<file path="src/rtl/eee_lpi_pkg.sv">
// Shared types and register field positions for the LPI controller.
// Assumes one clock domain for all users.
package eee_lpi_pkg;

    // Transmit path state
    typedef enum logic [1:0] {
        TX_ACTIVE = 2'd0,
        TX_LPI    = 2'd1,
        TX_WAKE   = 2'd2
    } tx_state_t;

    localparam int WAKE_W = 16;
    localparam int LINK_W = 10;
    localparam int FLAG_N = 4;

    // Control/status word fields
    localparam int CS_EN    = 0;
    localparam int CS_AUTO  = 1;
    localparam int CS_LINK  = 2;
    localparam int CS_GATE  = 3;
    localparam int CS_IE    = 4;
    localparam int CS_FLAGS = 8;
    localparam int CS_TXST  = 16;
    localparam int CS_RXST  = 17;

    // Timer word fields
    localparam int TM_WAKE = 0;
    localparam int TM_LINK = 16;

    // Flag indices
    localparam int FL_TX_IN  = 0;
    localparam int FL_TX_OUT = 1;
    localparam int FL_RX_IN  = 2;
    localparam int FL_RX_OUT = 3;

endpackage

</file>
<file path="src/rtl/eee_tick_gen.sv">
// Microsecond and millisecond tick generator.
// Free-running from reset; us_tick pulses once per CYC_PER_US cycles,
// ms_tick pulses on every US_PER_MS-th us_tick. Assumes both params >= 1.
module eee_tick_gen #(
    parameter int CYC_PER_US = 250,
    parameter int US_PER_MS  = 1000
) (
    input  logic clk,
    input  logic rst_n,
    output logic us_tick,
    output logic ms_tick
);
    localparam int PW = $clog2(CYC_PER_US + 1);
    localparam int MW = $clog2(US_PER_MS + 1);

    logic [PW-1:0] pre_q;
    logic [MW-1:0] us_q;

    assign us_tick = (pre_q == PW'(CYC_PER_US - 1));
    assign ms_tick = us_tick && (us_q == MW'(US_PER_MS - 1));

    // Cycle prescaler wrapping at one microsecond
    always_ff @(posedge clk) begin
        if (!rst_n)       pre_q <= '0;
        else if (us_tick) pre_q <= '0;
        else              pre_q <= pre_q + 1'b1;
    end

    // Microsecond counter wrapping at one millisecond
    always_ff @(posedge clk) begin
        if (!rst_n)       us_q <= '0;
        else if (ms_tick) us_q <= '0;
        else if (us_tick) us_q <= us_q + 1'b1;
    end
endmodule

</file>
<file path="src/rtl/eee_link_timer.sv">
// Link-stable timer.
// Counts millisecond ticks while link_up is 1 and clears at once when it
// drops. Saturates one above link_time; link_ok once the count exceeds it.
module eee_link_timer #(
    parameter int LINK_W = 10
) (
    input  logic              clk,
    input  logic              rst_n,
    input  logic              link_up,
    input  logic              ms_tick,
    input  logic [LINK_W-1:0] link_time,
    output logic              link_ok
);
    logic [LINK_W:0] cnt_q;

    assign link_ok = (cnt_q > {1'b0, link_time});

    // Millisecond count of continuous good link
    always_ff @(posedge clk) begin
        if (!rst_n)                   cnt_q <= '0;
        else if (!link_up)            cnt_q <= '0;
        else if (ms_tick && !link_ok) cnt_q <= cnt_q + 1'b1;
    end
endmodule

</file>
<file path="src/rtl/eee_tx_fsm.sv">
// Transmit LPI state machine with wake-time counter.
// Enters LPI from active when allowed and idle; leaves on forced exit,
// link loss, or a frame request in automatic mode; then waits more than
// wake_time microsecond ticks before returning to active.
module eee_tx_fsm
    import eee_lpi_pkg::*;
#(
    parameter int WW = 16
) (
    input  logic          clk,
    input  logic          rst_n,
    input  logic          mode_en,
    input  logic          mode_auto,
    input  logic          link_ok,
    input  logic          tx_idle,
    input  logic          tx_req,
    input  logic          us_tick,
    input  logic [WW-1:0] wake_time,
    output tx_state_t     state,
    output logic          ev_enter,
    output logic          ev_leave
);
    tx_state_t   nxt;
    logic [WW:0] wcnt_q;
    logic        wake_done;
    logic        allowed;

    assign allowed   = mode_en || mode_auto;
    assign wake_done = (wcnt_q > {1'b0, wake_time});

    // Next-state and event decode
    always_comb begin
        nxt      = state;
        ev_enter = 1'b0;
        ev_leave = 1'b0;
        unique case (state)
            TX_ACTIVE: if (allowed && link_ok && tx_idle && !tx_req) begin
                nxt      = TX_LPI;
                ev_enter = 1'b1;
            end
            TX_LPI: if (!allowed || !link_ok || (mode_auto && tx_req)) begin
                nxt      = TX_WAKE;
                ev_leave = 1'b1;
            end
            TX_WAKE: if (wake_done) nxt = TX_ACTIVE;
            default: nxt = TX_ACTIVE;
        endcase
    end

    // State register
    always_ff @(posedge clk) begin
        if (!rst_n) state <= TX_ACTIVE;
        else        state <= nxt;
    end

    // Wake-time microsecond counter, cleared outside the wake wait
    always_ff @(posedge clk) begin
        if (!rst_n)                     wcnt_q <= '0;
        else if (state != TX_WAKE)      wcnt_q <= '0;
        else if (us_tick && !wake_done) wcnt_q <= wcnt_q + 1'b1;
    end
endmodule

</file>
<file path="src/rtl/eee_event_flags.sv">
// Sticky event flags.
// Each flag sets on its event pulse and clears on clr; a set in the
// same cycle as clr wins so no event is lost.
module eee_event_flags #(
    parameter int N = 4
) (
    input  logic         clk,
    input  logic         rst_n,
    input  logic [N-1:0] ev,
    input  logic         clr,
    output logic [N-1:0] flags
);
    for (genvar i = 0; i < N; i++) begin : g_flag
        // One sticky flag bit
        always_ff @(posedge clk) begin
            if (!rst_n)     flags[i] <= 1'b0;
            else if (ev[i]) flags[i] <= 1'b1;
            else if (clr)   flags[i] <= 1'b0;
        end
    end
endmodule

</file>
<file path="src/rtl/eee_lpi_ctrl.sv">
// Energy Efficient Ethernet LPI controller top.
// Holds the control/status and timer words, samples the receive LPI
// indication, and ties the tick generator, link timer, transmit state
// machine and event flags together. Assumes all inputs are in clk's domain.
module eee_lpi_ctrl
    import eee_lpi_pkg::*;
#(
    parameter int CYC_PER_US = 250,
    parameter int US_PER_MS  = 1000
) (
    input  logic        clk,
    input  logic        rst_n,
    input  logic        reg_wr,
    input  logic        reg_rd,
    input  logic        reg_addr,
    input  logic [31:0] reg_wdata,
    output logic [31:0] reg_rdata,
    input  logic        tx_idle,
    input  logic        tx_req,
    input  logic        phy_rx_lpi,
    output logic        lpi_tx,
    output logic        tx_clk_gate_en,
    output logic        tx_hold,
    output logic        lpi_irq
);
    logic              ctl_en, ctl_auto, ctl_link, ctl_gate, ctl_ie;
    logic [WAKE_W-1:0] wake_time;
    logic [LINK_W-1:0] link_time;
    logic              us_tick, ms_tick, link_ok;
    logic              rx_q;
    logic              ev_enter, ev_leave;
    logic [FLAG_N-1:0] events, flags;
    logic              flag_clr;
    tx_state_t         tx_st;
    logic              wdata_unused;

    assign wdata_unused = ^{reg_wdata[31:26], reg_wdata[7:5]};

    // Control word write
    always_ff @(posedge clk) begin
        if (!rst_n) begin
            ctl_en   <= 1'b0;
            ctl_auto <= 1'b0;
            ctl_link <= 1'b0;
            ctl_gate <= 1'b0;
            ctl_ie   <= 1'b0;
        end else if (reg_wr && !reg_addr) begin
            ctl_en   <= reg_wdata[CS_EN];
            ctl_auto <= reg_wdata[CS_AUTO];
            ctl_link <= reg_wdata[CS_LINK];
            ctl_gate <= reg_wdata[CS_GATE];
            ctl_ie   <= reg_wdata[CS_IE];
        end
    end

    // Timer word write
    always_ff @(posedge clk) begin
        if (!rst_n) begin
            wake_time <= '0;
            link_time <= '0;
        end else if (reg_wr && reg_addr) begin
            wake_time <= reg_wdata[TM_WAKE +: WAKE_W];
            link_time <= reg_wdata[TM_LINK +: LINK_W];
        end
    end

    // Receive LPI sample for edge detection
    always_ff @(posedge clk) begin
        if (!rst_n) rx_q <= 1'b0;
        else        rx_q <= phy_rx_lpi;
    end

    eee_tick_gen #(.CYC_PER_US(CYC_PER_US), .US_PER_MS(US_PER_MS)) i_tick (
        .clk(clk), .rst_n(rst_n), .us_tick(us_tick), .ms_tick(ms_tick)
    );

    eee_link_timer #(.LINK_W(LINK_W)) i_link (
        .clk(clk), .rst_n(rst_n), .link_up(ctl_link), .ms_tick(ms_tick),
        .link_time(link_time), .link_ok(link_ok)
    );

    eee_tx_fsm #(.WW(WAKE_W)) i_fsm (
        .clk(clk), .rst_n(rst_n), .mode_en(ctl_en), .mode_auto(ctl_auto),
        .link_ok(link_ok), .tx_idle(tx_idle), .tx_req(tx_req),
        .us_tick(us_tick), .wake_time(wake_time), .state(tx_st),
        .ev_enter(ev_enter), .ev_leave(ev_leave)
    );

    // Event vector in flag order
    always_comb begin
        events            = '0;
        events[FL_TX_IN]  = ev_enter;
        events[FL_TX_OUT] = ev_leave;
        events[FL_RX_IN]  = phy_rx_lpi && !rx_q;
        events[FL_RX_OUT] = !phy_rx_lpi && rx_q;
    end

    assign flag_clr = reg_rd && !reg_addr;

    eee_event_flags #(.N(FLAG_N)) i_flags (
        .clk(clk), .rst_n(rst_n), .ev(events), .clr(flag_clr), .flags(flags)
    );

    assign lpi_tx         = (tx_st == TX_LPI);
    assign tx_hold        = (tx_st != TX_ACTIVE);
    assign tx_clk_gate_en = lpi_tx && ctl_gate;
    assign lpi_irq        = ctl_ie && (|flags);

    // Read data mux
    always_comb begin
        reg_rdata = '0;
        if (!reg_addr) begin
            reg_rdata[CS_EN]                = ctl_en;
            reg_rdata[CS_AUTO]              = ctl_auto;
            reg_rdata[CS_LINK]              = ctl_link;
            reg_rdata[CS_GATE]              = ctl_gate;
            reg_rdata[CS_IE]                = ctl_ie;
            reg_rdata[CS_FLAGS +: FLAG_N]   = flags;
            reg_rdata[CS_TXST]              = lpi_tx;
            reg_rdata[CS_RXST]              = rx_q;
        end else begin
            reg_rdata[TM_WAKE +: WAKE_W]    = wake_time;
            reg_rdata[TM_LINK +: LINK_W]    = link_time;
        end
    end
endmodule

</file>
<file path="config.mk">
export PLATFORM = sky130hd
export DESIGN_NAME = eee_lpi_ctrl
export DESIGN_NICKNAME = d
export VERILOG_FILES = /design/src/rtl/eee_lpi_pkg.sv /design/src/rtl/eee_tick_gen.sv /design/src/rtl/eee_link_timer.sv /design/src/rtl/eee_tx_fsm.sv /design/src/rtl/eee_event_flags.sv /design/src/rtl/eee_lpi_ctrl.sv
export SDC_FILE = /design/constraint.sdc
export NUM_CORES = 1
export LEC_CHECK = 0
export ABC_AREA = 1
export BUFFER_PORTS_ARGS = -buffer_cell sky130_fd_sc_hd__buf_2
export CORE_ASPECT_RATIO = 0.8
export CORE_MARGIN = 2
export CORE_UTILIZATION = 50
export CTS_CLUSTER_DIAMETER = 120
export CTS_CLUSTER_SIZE = 25
export DETAILED_ROUTE_END_ITERATION = 10
export PLACE_DENSITY = 0.73
export SETUP_SLACK_MARGIN = 0.2
export SLEW_MARGIN = 10
export SYNTH_ARGS = -nofsm -noshare
export SYNTH_HDL_FRONTEND = slang
export SYNTH_SLANG_ARGS = --single-unit
</file>
<file path="constraint.sdc">
create_clock -name clk -period 1.95 [get_ports clk]
set_input_delay 0.2925 -clock clk [delete_from_list [all_inputs] [get_ports clk]]
set_output_delay 0.2925 -clock clk [all_outputs]
set_load 0.05 [all_outputs]
</file>
## Word-level counts from Yosys, hierarchy flattened

Cells that the tools add are included.

- Bits in registers: 84
- Latch bits: 0
- RAM bits: 0
- Memory bits (read-only): 0
- Output and inout bits: 36
- Word-level logic and storage cells: 87
- Memories: 0

- Add/subtract/negate cells: 4
- Multiply operators: 0
- Divide/modulo/power cells: 0
- Magnitude comparators: 2
- Eq/ne operators: 8
- Shift operators: 0
- Multiplexer cells: 19
- Bitwise logic cells: 1
- Reduce and logical (&&, ||, !) cells: 36

Operators by type and width:

| cell | count |
|---|---|
| adder 17 x 1 -> 17 bit, second input constant | 1 |
| greater-than comparator 17 x 16 -> 1 bit | 1 |
| logical AND 1 bit | 14 |
| adder 11 x 1 -> 11 bit, second input constant | 1 |
| greater-than comparator 11 x 10 -> 1 bit | 1 |
| adder 10 x 1 -> 10 bit, second input constant | 1 |
| == test 10 bit, second input constant | 1 |
| nonzero test 2 bit | 5 |
| two-way mux 1 bit | 9 |
| adder 8 x 1 -> 8 bit, second input constant | 1 |
| == test 8 bit, second input constant | 1 |
| two-way mux 2 bit | 4 |
| two-way mux 4 bit | 2 |
| two-way mux 8 bit | 1 |
| logical NOT 1 bit | 7 |
| inequality test 2 x 1 -> 1 bit, second input constant | 3 |
| one-hot mux 2 bit (3 select lines) | 1 |
| OR reduction 2 bit | 3 |
| two-way mux 5 bit | 1 |
| OR reduction 4 bit | 1 |
| logical OR 1 bit | 3 |
| two-way mux 3 bit | 1 |
| AND reduction 3 bit | 1 |
| == test 2 x 1 -> 1 bit, second input constant | 1 |
| 5 further kinds | 5 |

## Longest topological paths before layout

Gate-level depths: netlist of the first run.

- Word-level depth: 7
- Mapped depth: 15
- Mapped depth without buffers: 14

## By module

Synthesis of the first run repeated with hierarchy kept, for this count alone.

- Cells, all modules: 748
- Area, all modules: 5267.6 um^2

Modules (own cells, without submodules):

| module | instances | cells an instance | area each (um^2) | seq. area each (um^2) |
|---|---|---|---|---|
| eee_tx_fsm | 1 | 234 | 1746.7 | 380.4 |
| eee_lpi_ctrl | 1 | 240 | 1602.8 | 640.6 |
| eee_link_timer | 1 | 131 | 890.9 | 220.2 |
| eee_tick_gen | 1 | 125 | 889.6 | 360.3 |
| eee_event_flags | 1 | 18 | 137.6 | 80.1 |

## Least setup slack after synthesis of the first run

Ideal clock, no wire load.

- Path kind: flip-flop to output port
- From: reg i_fsm.state[0]
- To: out reg_rdata[16]
- Data arrival time: 2362 ps
- Data required time: 1657 ps
- Setup slack: -705 ps
- Stages on the path, launching flop included: 5
- Path buffers: 0
- Path through: dfxtp_1 > inv_1 > nor2_1 > inv_1 > o21ai_0

- Longest elaborated chain between the ends: 2

RTL lines:

| what | RTL line | source |
|---|---|---|
| from (decl) | eee_tx_fsm.sv:19 | `output tx_state_t state,` |
| from (signal assigned) | eee_tx_fsm.sv:53 | `else state <= nxt;` |
| == test 2 x 1 -> 1 bit | eee_lpi_ctrl.sv:104 | `assign lpi_tx = (tx_st == TX_LPI);` |
| net lpi_tx | eee_lpi_ctrl.sv:21 | `output logic lpi_tx,` |
| two-way mux 2 bit | eee_lpi_ctrl.sv:112 | `if (!reg_addr) begin` |
| to (decl) | eee_lpi_ctrl.sv:17 | `output logic [31:0] reg_rdata,` |

The timed path passes the listed nets, and every way through them passes these cells.

## Final worst setup path of the first run

- From: reg i_link.cnt_q[6]
- To: reg i_link.cnt_q[6]

- Longest elaborated chain between the ends: 3
- Elaborated cells between the ends (all ways): 4
- Those cells by class: add/sub (1); order compare (1); reduce/logical (2)

RTL lines:

| what | RTL line | source |
|---|---|---|
| from (decl) | eee_link_timer.sv:14 | `logic [LINK_W:0] cnt_q;` |
| from (signal assigned) | eee_link_timer.sv:22 | `else if (ms_tick && !link_ok) cnt_q <= cnt_q + 1'b1;` |
| greater-than comparator 11 x 10 -> 1 bit | eee_link_timer.sv:16 | `assign link_ok = (cnt_q > {1'b0, link_time});` |
| logical NOT 1 bit | eee_link_timer.sv:22 |  |
| logical AND 1 bit | eee_link_timer.sv:22 |  |

Several ways; a longest one is shown, not always the timed one.
A chain may end at the register's enable or synchronous reset.

==> results of run 1 <==
==> synthesized netlist by cell type (2+ instances only) <==
cell / n / area share
and3_1: 2 / 0.0026
clkbuf_1: 13 / 0.010
or2_2: 3 / 0.0039
nand3_1: 39 / 0.041
buf_6: 3 / 0.0071
inv_1: 97 / 0.076
dfxtp_1: 84 / 0.35
nor2_1: 41 / 0.032
or2_0: 2 / 0.0026
nor2_2: 6 / 0.0079
nand2_1: 152 / 0.12
nand2_2: 4 / 0.0053
inv_2: 2 / 0.0016
nand4_1: 9 / 0.012
a21oi_1: 77 / 0.081
buf_1: 2 / 0.0016
buf_2: 3 / 0.0032
nand2_4: 2 / 0.0047
nor3_1: 12 / 0.013
xor2_1: 19 / 0.035
buf_4: 6 / 0.0095
ha_1: 31 / 0.081
xnor2_1: 8 / 0.015
nor4_1: 2 / 0.0026
o21ai_0: 45 / 0.047
a21o_1: 2 / 0.0032
nor3b_1: 4 / 0.0063
==> kinds of logic (layout without fill, tap and decap cells) <==
family,Yosys count,after routing
simple gates,284,287
compound gates,127,127
buf+inv,126,206
flops,84,84
fa+ha+maj,31,31
xor+xnor,27,27
other cells,1,6
==> layout make-up <==
cell class | count | area, µm²
Timing Repair inverter | 1 | 6.26
Sequential cell | 84 | 1730
Timing Repair Buffer | 90 | 567
Inverter | 99 | 377
Fill cell | 729 | 2930
Clock buffer | 11 | 253
Clock inverter | 5 | 36.3
Tap cell | 115 | 144
Multi-Input combinational cell | 478 | 3110
==> timing repair <==
item                       in CTS  in global routing
gates cloned                    3                  1
buffers inserted                6                  4
setup endpoints to repair      29                 45
gates resized for setup        66                 91
pin swaps                      22                 33
hold buffers                    0                  0
==> worst min-delay path, cell delays in order <==
cell     delay [ns]
buf_2          0.09
nand2_1        0.05
inv_1          0.04
==> metrics by stage <==
stage / hold WS, ns / instances / utilization / power, mW / TNS, ns
6_report: 0.162 / 883 / 0.680 / 4.05 / 0
5_1_grt: 0.178 / 883 / 0.680 / 4.20 / 0
4_1_cts: 0.159 / 878 / 0.641 / 4.01 / 0
3_5_place_dp: 0.463 / 853 / 0.573 / 2.32 / 0
3_3_place_gp: 0.450 / 853 / 0.573 / 2.30 / 0
2_1_floorplan: 0.399 / 685 / - / 2.19 / -0.508
==> per-layer routing <==
metal	wire length, µm	vias up	global-route usage
li1	-	2367	-
met1	5390	2153	0.297
met2	6280	151	0.416
met3	760	24	0.0567
met4	291	0	0.0915
met5	0	-	0
==> report_power, final <==
| group | total (mW) | switching, mW | leakage [nW] | internal [mW] |
|---|---|---|---|---|
| registers | 1.80 | 0.0323 | 0.698 | 1.77 |
| logic | 0.600 | 0.406 | 1.74 | 0.194 |
| clock network | 1.65 | 0.716 | 0.134 | 0.932 |
==> flip-flops by register name, summed over array words and instances (netlist names), 2 cells and up <==
register       count
i_link.cnt_q      11
i_tick.us_q       10
wake_time         16
i_fsm.wcnt_q      17
link_time         10
i_flags.flags      4
i_tick.pre_q       8
i_fsm.state        2
==> final timing paths <==
check	to	depth (start not counted)	start	slack, ns
min	rx_q$_SDFF_PN0_	3	phy_rx_lpi	0.16
min reg2reg	wake_time[5]$_SDFFE_PN0P_	2	wake_time[5]$_SDFFE_PN0P_	0.48
max reg2reg	i_link.cnt_q[6]$_SDFFE_PN0P_	12	i_link.cnt_q[6]$_SDFFE_PN0P_	0.16
max	i_link.cnt_q[6]$_SDFFE_PN0P_	12	i_link.cnt_q[6]$_SDFFE_PN0P_	0.16
==> layout by cell type, fill, tap and decap left out, types with 19 or more instances in the layout <==
| cell | count |
|---|---|
| dfxtp_1 | 53 |
| buf_2 | 61 |
| dfxtp_2 | 27 |
| nand2_1 | 124 |
| inv_1 | 81 |
| nor2_1 | 34 |
| nand3_1 | 34 |
| buf_4 | 21 |
| a21oi_2 | 21 |
| o21ai_0 | 42 |
| nand2_2 | 27 |
| a21oi_1 | 56 |
| xor2_1 | 19 |
==> reports/qor.csv, run 1 <==
stage,metric,value,unit
timing,postLayoutSetupSlackWorst,0.162,ns
setup_path,required,2.15,ns
grt,grt_pass1_wl,20300,µm
outcome,violations,design-rule violations,
grt,grt_max_degree,52,
synthesis,ys_seq_area_frac,0.353,
outcome,status,finished with violations,
grt,grt_antenna_before_repair,0,
setup_path,path_buf_inv,2,
setup_path,worst-path-max-fanout,6,
cells_and_area,drive_gt1_frac,0.340,
pwr,leakagePower,2.57,nW
synthesis,synth_compound_area_frac,0.136,
routing,via_per_inst,5.32,
synthesis,synth_top_family_by_area,simple AND/OR/NAND/NOR gates,
cts,cts.htree.levels,3,
setup_path,path_class,reg2reg,
setup_path,slowest_stage,dfxtp_1,
synthesis,synth_edf_count,0,
timing,slew_violations,0,
floorplan,ios,76,
synthesis,synthDistinctLibCells,37,
pwr,power_density,651,nW/µm²
routing,drt_wl_total,12700,µm
floorplan,core_area,9150,µm²
floorplan,die_h,91.3,µm
cells_and_area,n_antenna_cell,0,
cts,clock-root-buffer,clkbuf_16,
floorplan,die_w,113,µm
synthesis,syn_area_per_cell,7.00,µm²
cells_and_area,nNetsFinal,834,
setup_path,end_kind,flip-flop,
setup_path,worstPathArrival,1.99,ns
place,dpl_cell_area,5250,µm²
routing,num_vias,4695,
synthesis,yosys-mux-area-fraction,0,
timing,worstMarginPinSlew,0.570,ns
floorplan,placementRows,31,
grt,grt_pass1_vias,4483,
floorplan,die_area,10300,µm²
timing,slew_headroom,0.619,
synthesis,yosysWarnings,0,
grt,overflow,0,
routing,wl_per_cell,14.4,µm
timing,timing.fmax,0.559,GHz
cts,clock_latency,0.34,ns
synthesis,syn_inst,680,
setup_path,crit_family,simple AND/OR/NAND/NOR gates,
cts,clockBufferDepth,2,
pwr,peakVddDrop,0.615,mV
cts,cts_tree,built,
timing,report.final.hold_viol_count,0,
cts,cts.sinks,84,
routing,first_iter_violations,308,
synthesis,synthAdderAreaFrac,0.0815,
synthesis,netlist_area,4760,µm²
setup_path,slowest_delay,0.46,ns
timing,setup_viol,0,
synthesis,synth-xor-area-share,0.0497,
place,dpl.hpwl,8300,µm
place,gp_congestion,0.910,
synthesis,async_flop_share,0,
min_path,min_path_type,in2reg,
routing,ant_nets,0,
setup_path,startpoint_type,flip-flop,
timing,fin_crit_sh,0.917,
routing,drt_first_pass_iters,7,
setup_path,worstPathCellList,ha_4 -> nand2_1 -> inv_1 -> nand2_1 -> nand2_1 -> nand2_1 -> nand3_2 -> nand2_2 -> nand2_4 -> buf_6 -> nand2_1 -> a21oi_1,
timing,finalCriticalPeriod,1.79,ns
synthesis,synth_ff_type,dfxtp_1,
cells_and_area,fin_area,6220,µm²
grt,grtUsageTotal,0.243,
flow_run,maxCapViolations,0,
routing,drc_errors,6,
cts,clkSlewWorstSetupHoldPaths,0.06,ns
synthesis,synth-simple-area-share,0.269,
place,numPortBuffers,63,
cells_and_area,areaGrowthSynthToFinish,30.7,%
timing,fin_skew,0.0111,ns
place,pre_cts_ws,0.0408,ns
synthesis,yosys_register_bits,84,
floorplan,initial_core_util,0.520,
setup_path,path_common_cell,nand2_1,
cts,numCtsBuffers,9,
timing,rsz0062_at_grt,yes,
No activity file was read; power rests on OpenSTA's default activity.
==> inputs of run 2 (changes only) <==
--- a/config.mk
+++ b/config.mk
@@ -7,13 +7,15 @@
 export LEC_CHECK = 0
 export ABC_AREA = 1
 export BUFFER_PORTS_ARGS = -buffer_cell sky130_fd_sc_hd__buf_2
+export CELL_PAD_IN_SITES_DETAIL_PLACEMENT = 2
+export CELL_PAD_IN_SITES_GLOBAL_PLACEMENT = 2
 export CORE_ASPECT_RATIO = 0.8
 export CORE_MARGIN = 2
-export CORE_UTILIZATION = 50
+export CORE_UTILIZATION = 32
 export CTS_CLUSTER_DIAMETER = 120
 export CTS_CLUSTER_SIZE = 25
 export DETAILED_ROUTE_END_ITERATION = 10
-export PLACE_DENSITY = 0.73
+export PLACE_DENSITY = 0.82
 export SETUP_SLACK_MARGIN = 0.2
 export SLEW_MARGIN = 10
 export SYNTH_ARGS = -nofsm -noshare
==> run 2 against run 1 <==
Sequential power hardly changed. Power is 7.6% higher. Worst setup slack worse by 0.42 ns. Flip-flop and latch count stayed put. Design area is 9.2% higher. The flow finishes with violations (negative setup slack). Highest routed layer unchanged. Largest power group unchanged.
==> reports/qor.csv, run 2 (synthesis gave the netlist of run 1 again) <==
stage,metric,value,unit
cells_and_area,largest_reg_flops,17,
timing,slew_violations,0,
floorplan,die_area,15900,µm²
min_path,min_path_type,in2reg,
setup_path,slowest_stage,dfxtp_2,
pwr,peakVddDrop,0.483,mV
setup_path,worstPathArrival,2.47,ns
outcome,violations,negative setup slack,
setup_path,path_buf_inv,3,
routing,drt_first_pass_iters,5,
timing,setup_viol,31,
timing,holdWs,0.163,ns
cells_and_area,areaGrowthSynthToFinish,42.8,%
cells_and_area,nNetsFinal,851,
flow_run,maxCapViolations,0,
cells_and_area,layout_commonest_cell,nand2_1,
grt,grt_pass1_vias,5771,
min_path,min_from,phy_rx_lpi,
setup_path,reg2reg_from,wake_time[15]$_SDFFE_PN0P_,
cts,cts.sinks,84,
timing,postLayoutSetupSlackWorst,-0.253,ns
floorplan,ios,76,
setup_path,ff2ff_setup_slack,-0.25,ns
timing,timing.fmax,0.454,GHz
timing,fin_crit_sh,1.13,
place,placedCellCount,925,
cts,clkSlewWorstSetupHoldPaths,0.06,ns
floorplan,placementRows,39,
outcome,status,finished with violations,
routing,wl_per_cell,25.5,µm
setup_path,path_common_cell,nand2_4,
setup_path,startpoint_type,flip-flop,
cts,cts_tree,built,
setup_path,required,2.22,ns
cells_and_area,largestRegisters,"i_fsm.wcnt_q (17), wake_time (16), i_link.cnt_q (11)",
routing,ant_nets,0,
grt,overflow,0,
setup_path,reg2regPathDepth,11,
floorplan,core_area,14400,µm²
cells_and_area,top_register,i_fsm.wcnt_q,
routing,drt_wl_total,24600,µm
cells_and_area,finalNonFillerCells,968,
cts,hold_buffers,0,
cts,clockBufferDepth,2,
setup_path,end_kind,flip-flop,
grt,grt_antenna_before_repair,0,
cells_and_area,layout_common_cells,"nand2_1, inv_1, buf_2",
routing,num_vias,5329,
routing,first_iter_violations,315,
cells_and_area,drive_gt1_frac,0.407,
setup_path,worstPathCellList,inv_4 -> ha_4 -> nand2_4 -> nor2_4 -> and2_4 -> nand4_1 -> nand2_4 -> buf_12 -> buf_16 -> nand3_4 -> a21oi_4,
timing,finalCriticalPeriod,2.20,ns
floorplan,initial_core_util,0.331,
cts,clock-root-buffer,clkbuf_16,
routing,drc_errors,0,
min_path,hold_end,rx_q$_SDFF_PN0_,
timing,fin_skew,0.00993,ns
cells_and_area,fin_area,6800,µm²
setup_path,slowest_delay,0.37,ns
pwr,leakagePower,2.75,nW
grt,grtUsageTotal,0.268,
place,gp_congestion,0.850,
cts,cts.htree.levels,3,
timing,worstMarginPinSlew,0.742,ns
timing,report.final.hold_viol_count,0,
grt,grt_max_degree,52,
cts,numCtsBuffers,9,
grt,grt_pass1_wl,32500,µm
pwr,power_density,641,nW/µm²
cts,clock_latency,0.36,ns
min_path,hold_depth,3,
timing,slew_headroom,0.504,
cells_and_area,n_antenna_cell,0,
setup_path,crit_family,simple AND/OR/NAND/NOR gates,
place,numPortBuffers,63,
floorplan,die_h,113,µm
cells_and_area,nFillCells,1603,
setup_path,worst-path-max-fanout,7,
setup_path,path_class,reg2reg,
floorplan,die_w,140,µm
routing,via_per_inst,5.51,
pwr,finalPower,4.36,mW
place,dpl.hpwl,12300,µm
timing,rsz0062_at_grt,yes,
setup_path,worstReg2RegEnd,i_fsm.wcnt_q[0]$_SDFFE_PP0P_,
place,dpl_cell_area,5370,µm²
==> run 2: worst max path at each step <==
| stage | cells past startpoint | slack (ns) | endpoint | start |
|---|---|---|---|---|
| after floorplan | 3 | -0.10 | reg_rdata[0] | reg_addr |
| after global placement | 12 | 0.11 | i_fsm.wcnt_q[4]$_SDFFE_PP0P_ | wake_time[8]$_SDFFE_PN0P_ |
| after detailed placement | 12 | -0.08 | i_fsm.wcnt_q[15]$_SDFFE_PP0P_ | wake_time[8]$_SDFFE_PN0P_ |
| after CTS | 13 | 0.02 | i_fsm.wcnt_q[15]$_SDFFE_PP0P_ | wake_time[6]$_SDFFE_PN0P_ |
| after global routing | 10 | -0.27 | i_fsm.state[0]$_SDFFE_PN0P_ | link_time[7]$_SDFFE_PN0P_ |
| final | 11 | -0.25 | i_fsm.wcnt_q[0]$_SDFFE_PP0P_ | wake_time[15]$_SDFFE_PN0P_ |
==> run 2: area by class of cell <==
| cell class | instances | area (µm²) | share of cell area |
|---|---|---|---|
| inverter | 99 | 392 | 0.0576 |
| tap | 184 | 230 | 0.0339 |
| clock inverter | 1 | 5.00 | 0.000737 |
| clock buffer | 14 | 284 | 0.0418 |
| multi-input combinational | 476 | 3350 | 0.493 |
| sequential | 84 | 1740 | 0.255 |
| timing repair inverter | 1 | 11.3 | 0.00166 |
| timing repair buffer | 109 | 791 | 0.116 |
==> run 2: what timing repair did <==
action                     4_1_cts  5_1_grt
hold endpoints to repair         0        0
setup endpoints to repair       41       44
resized for setup              163       69
pin swaps                       39       31
setup buffers                   14       10
gates cloned                     4        0
==> run 2: power by group <==
| part | switching (mW) | internal (mW) |
|---|---|---|
| Clock | 0.770 | 0.996 |
| Sequential | 0.0455 | 1.77 |
| Combinational | 0.518 | 0.256 |
==> run 2: layer usage <==
metal / share of wire / vias to the layer above / GRT usage
met1: 0.40 / 2679 / 0.306
met5: 0 / - / 0
met3: 0.039 / 69 / 0.0542
met4: 0.043 / 0 / 0.0976
met2: 0.52 / 199 / 0.497
li1: - / 2382 / -
==> run 2: stage by stage <==
stage,worst slack (ns),TNS [ns],util
floorplan,-0.102,-0.508,-
global placement,0.115,0,0.373
detailed placement,-0.0842,-0.0842,0.373
CTS,0.0233,0,0.447
global route,-0.269,-6.11,0.472
finish,-0.253,-4.39,0.472
==> run 2: worst reg2reg max path: cells and delay by family (launching register included) <==
family          cells  cell delay [ns]
flops               1             0.37
simple gates        6             0.91
fa+ha+maj           1             0.29
compound gates      1             0.21
buf+inv             3             0.34
==> inputs of run 3 (changes only) <==
--- a/config.mk
+++ b/config.mk
@@ -5,17 +5,17 @@
 export SDC_FILE = /design/constraint.sdc
 export NUM_CORES = 1
 export LEC_CHECK = 0
-export ABC_AREA = 1
 export BUFFER_PORTS_ARGS = -buffer_cell sky130_fd_sc_hd__buf_2
 export CELL_PAD_IN_SITES_DETAIL_PLACEMENT = 2
 export CELL_PAD_IN_SITES_GLOBAL_PLACEMENT = 2
 export CORE_ASPECT_RATIO = 0.8
 export CORE_MARGIN = 2
-export CORE_UTILIZATION = 32
+export CORE_UTILIZATION = 34
 export CTS_CLUSTER_DIAMETER = 120
 export CTS_CLUSTER_SIZE = 25
 export DETAILED_ROUTE_END_ITERATION = 10
-export PLACE_DENSITY = 0.82
+export PLACE_DENSITY = 0.81
+export RECOVER_POWER = 25
 export SETUP_SLACK_MARGIN = 0.2
 export SLEW_MARGIN = 10
 export SYNTH_ARGS = -nofsm -noshare
==> run 3 against run 2 <==
The flow still finishes with violations (negative setup slack). Cell count is 8.4% lower. Utilization is 5.8 points higher. Via count is 0.28% lower. Register-to-register slack worse by 0.52 ns. Critical path type unchanged. Critical endpoint is now i_fsm.wcnt_q[13]$_SDFFE_PP0P_. Largest cell class unchanged.
==> reports/qor.csv, run 3 <==
stage,metric,value,unit
outcome,status,finished with violations,
outcome,violations,negative setup slack,
synthesis,synth_ff_type,dfxtp_1,
pwr,leakagePower,3.01,nW
grt,grt_antenna_before_repair,0,
timing,finalCriticalPeriod,2.72,ns
timing,slew_violations,0,
grt,grt_max_degree,31,
floorplan,initial_core_util,0.346,
cts,cts_tree,built,
synthesis,synth-xor-area-share,0.0300,
cells_and_area,drive_gt1_frac,0.485,
grt,grtUsageTotal,0.350,
cells_and_area,finalNonFillerCells,887,
synthesis,synthAdderAreaFrac,0.0829,
setup_path,worstReg2RegEnd,i_fsm.wcnt_q[13]$_SDFFE_PP0P_,
synthesis,synth_edf_count,0,
setup_path,end_kind,flip-flop,
cells_and_area,areaGrowthSynthToFinish,52.9,%
synthesis,synth_common_cells,"nand2_1, dfxtp_1, inv_1, ha_1, a21boi_0",
synthesis,synth_top_area_share,0.359,
routing,wl_per_cell,32.8,µm
cts,cts.sinks,84,
setup_path,reg2reg_from,wake_time[4]$_SDFFE_PN0P_,
cts,hold_buffers,0,
place,dpl.hpwl,13500,µm
setup_path,path_class,reg2reg,
timing,postLayoutSetupSlackWorst,-0.772,ns
setup_path,required,2.20,ns
cts,clock-root-buffer,clkbuf_16,
timing,slew_headroom,0.343,
cells_and_area,largest_reg_flops,17,
floorplan,core_area,13500,µm²
floorplan,die_w,135,µm
cells_and_area,register_area,1730,µm²
grt,grt_pass1_wl,37400,µm
cells_and_area,n_antenna_cell,0,
cells_and_area,nFillCells,1371,
synthesis,yosysTopAreaCell,dfxtp_1,
place,gp_congestion,0.833,
synthesis,syn_area_per_cell,8.57,µm²
synthesis,synth_compound_area_frac,0.123,
cells_and_area,nNetsFinal,773,
routing,drt_wl_total,29100,µm
cells_and_area,layout_commonest_cell,nand2_1,
floorplan,die_h,109,µm
synthesis,yosys-mux-area-fraction,0.0671,
synthesis,synth_top_family_by_area,simple AND/OR/NAND/NOR gates,
timing,fin_crit_sh,1.40,
cells_and_area,largestRegisters,"i_fsm.wcnt_q (17), wake_time (16), i_link.cnt_q (11)",
timing,rsz0062_at_grt,yes,
routing,drc_errors,0,
synthesis,syn_inst,546,
setup_path,startpoint_type,flip-flop,
place,placedCellCount,843,
setup_path,worstPathArrival,2.97,ns
grt,grt_pass1_vias,5671,
routing,ant_nets,0,
timing,setup_viol,35,
flow_run,maxCapViolations,0,
place,numPortBuffers,63,
timing,fin_skew,0.0202,ns
cts,cts.htree.levels,3,
routing,first_iter_violations,469,
setup_path,critPathLaunch,wake_time[4]$_SDFFE_PN0P_,
timing,timing.fmax,0.367,GHz
cells_and_area,multi_input_area,3530,µm²
setup_path,ff2ff_setup_slack,-0.77,ns
routing,num_vias,5314,
synthesis,synth-simple-area-share,0.278,
cts,clock_latency,0.38,ns
floorplan,ios,76,
pwr,finalPower,4.71,mW
synthesis,yosys_register_bits,84,
synthesis,netlist_area,4680,µm²
min_path,min_path_type,in2reg,
synthesis,synth.most_common_cell,nand2_1,
pwr,peakVddDrop,0.525,mV
routing,via_per_inst,5.99,
cts,clockBufferDepth,2,
synthesis,synth_area_leaders,"dfxtp_1, ha_1, nand2_1",
synthesis,async_flop_share,0,
cells_and_area,top_register,i_fsm.wcnt_q,
timing,worstMarginPinSlew,0.984,ns
floorplan,placementRows,38,
setup_path,reg2regPathDepth,10,
synthesis,synthDistinctLibCells,59,
cells_and_area,layout_common_cells,"nand2_1, buf_4, buf_2",
cells_and_area,utilization,0.530,
timing,report.final.hold_viol_count,0,
synthesis,ys_seq_area_frac,0.359,
timing,setup_tns,-15.53,ns
floorplan,die_area,14700,µm²
cts,numCtsBuffers,9,
setup_path,endpoint,i_fsm.wcnt_q[13]$_SDFFE_PP0P_,
setup_path,worst-path-max-fanout,8,
timing,holdWs,0.184,ns
routing,drt_first_pass_iters,5,
pwr,power_density,659,nW/µm²
synthesis,yosysWarnings,0,
cts,clkSlewWorstSetupHoldPaths,0.08,ns
grt,overflow,0,
-- run 3: where the power goes --
group / total [mW] / leakage, nW / internal (mW) / switching, mW
Combinational: 0.812 / 2.14 / 0.311 / 0.501
Sequential: 1.80 / 0.699 / 1.76 / 0.0420
Clock: 2.10 / 0.167 / 1.26 / 0.846
-- run 3: metal layers --
metal  global-route usage  wire (µm)  vias to the layer above
met1                0.396      10900                     2681
li1                     -          -                     2196
met5                    0          0                        -
met2                0.627      14400                      307
met4                0.166       1780                        0
met3               0.0823       1990                      130
-- run 3: worst min-delay path by stage --
stage                               startpoint                    endpoint  cells past startpoint
floorplan                           phy_rx_lpi             rx_q$_SDFF_PN0_                      1
global placement    wake_time[13]$_SDFFE_PN0P_  wake_time[13]$_SDFFE_PN0P_                      2
detailed placement  wake_time[13]$_SDFFE_PN0P_  wake_time[13]$_SDFFE_PN0P_                      2
CTS                              reg_wdata[22]   link_time[6]$_SDFFE_PN0P_                      3
global route                     reg_wdata[18]   link_time[2]$_SDFFE_PN0P_                      3
finish                           reg_wdata[22]   link_time[6]$_SDFFE_PN0P_                      3
-- run 3: what timing repair did --
action	4_1_cts	5_1_grt
resized for setup	89	92
buffers inserted	16	10
gates cloned	1	1
pin swaps	18	18
setup endpoints to repair	46	43
-- run 3: critical path, cell delays in order, from the launching register on --
cell     delay (ns)
dfxtp_2        0.34
inv_1          0.12
ha_4           0.23
buf_4          0.14
a21oi_1        0.27
o21ai_0        0.25
nand3_2        0.17
a41oi_4        0.15
buf_6          0.21
nor4_4         0.31
mux2i_1        0.40
-- run 3: metrics by stage --
step                area [µm²]  worst slack, ns
detailed placement        5830           -0.577
global placement          5830           -0.310
global route              7150           -0.764
finish                    7150           -0.772
CTS                       6700           -0.434
floorplan                 4860           -0.105
-- run 3: cell families (layout without fill, tap and decap cells) --
logic type      Yosys count  count (layout)
fa+ha+maj                31              31
compound gates           81              82
buf+inv                  63             217
simple gates            240             241
flops                    84              84
xor+xnor                 16              16
mux                      30              30
other cells               1               6
-- run 3: cell type report --
class / count / share of cell area
clock buffers: 10 / 0.0320
repair buffers: 169 / 0.168
clock inverters: 6 / 0.0157
multi-input cells: 406 / 0.494
flip-flops and latches: 84 / 0.242
inverters: 32 / 0.0168
well taps: 180 / 0.0315
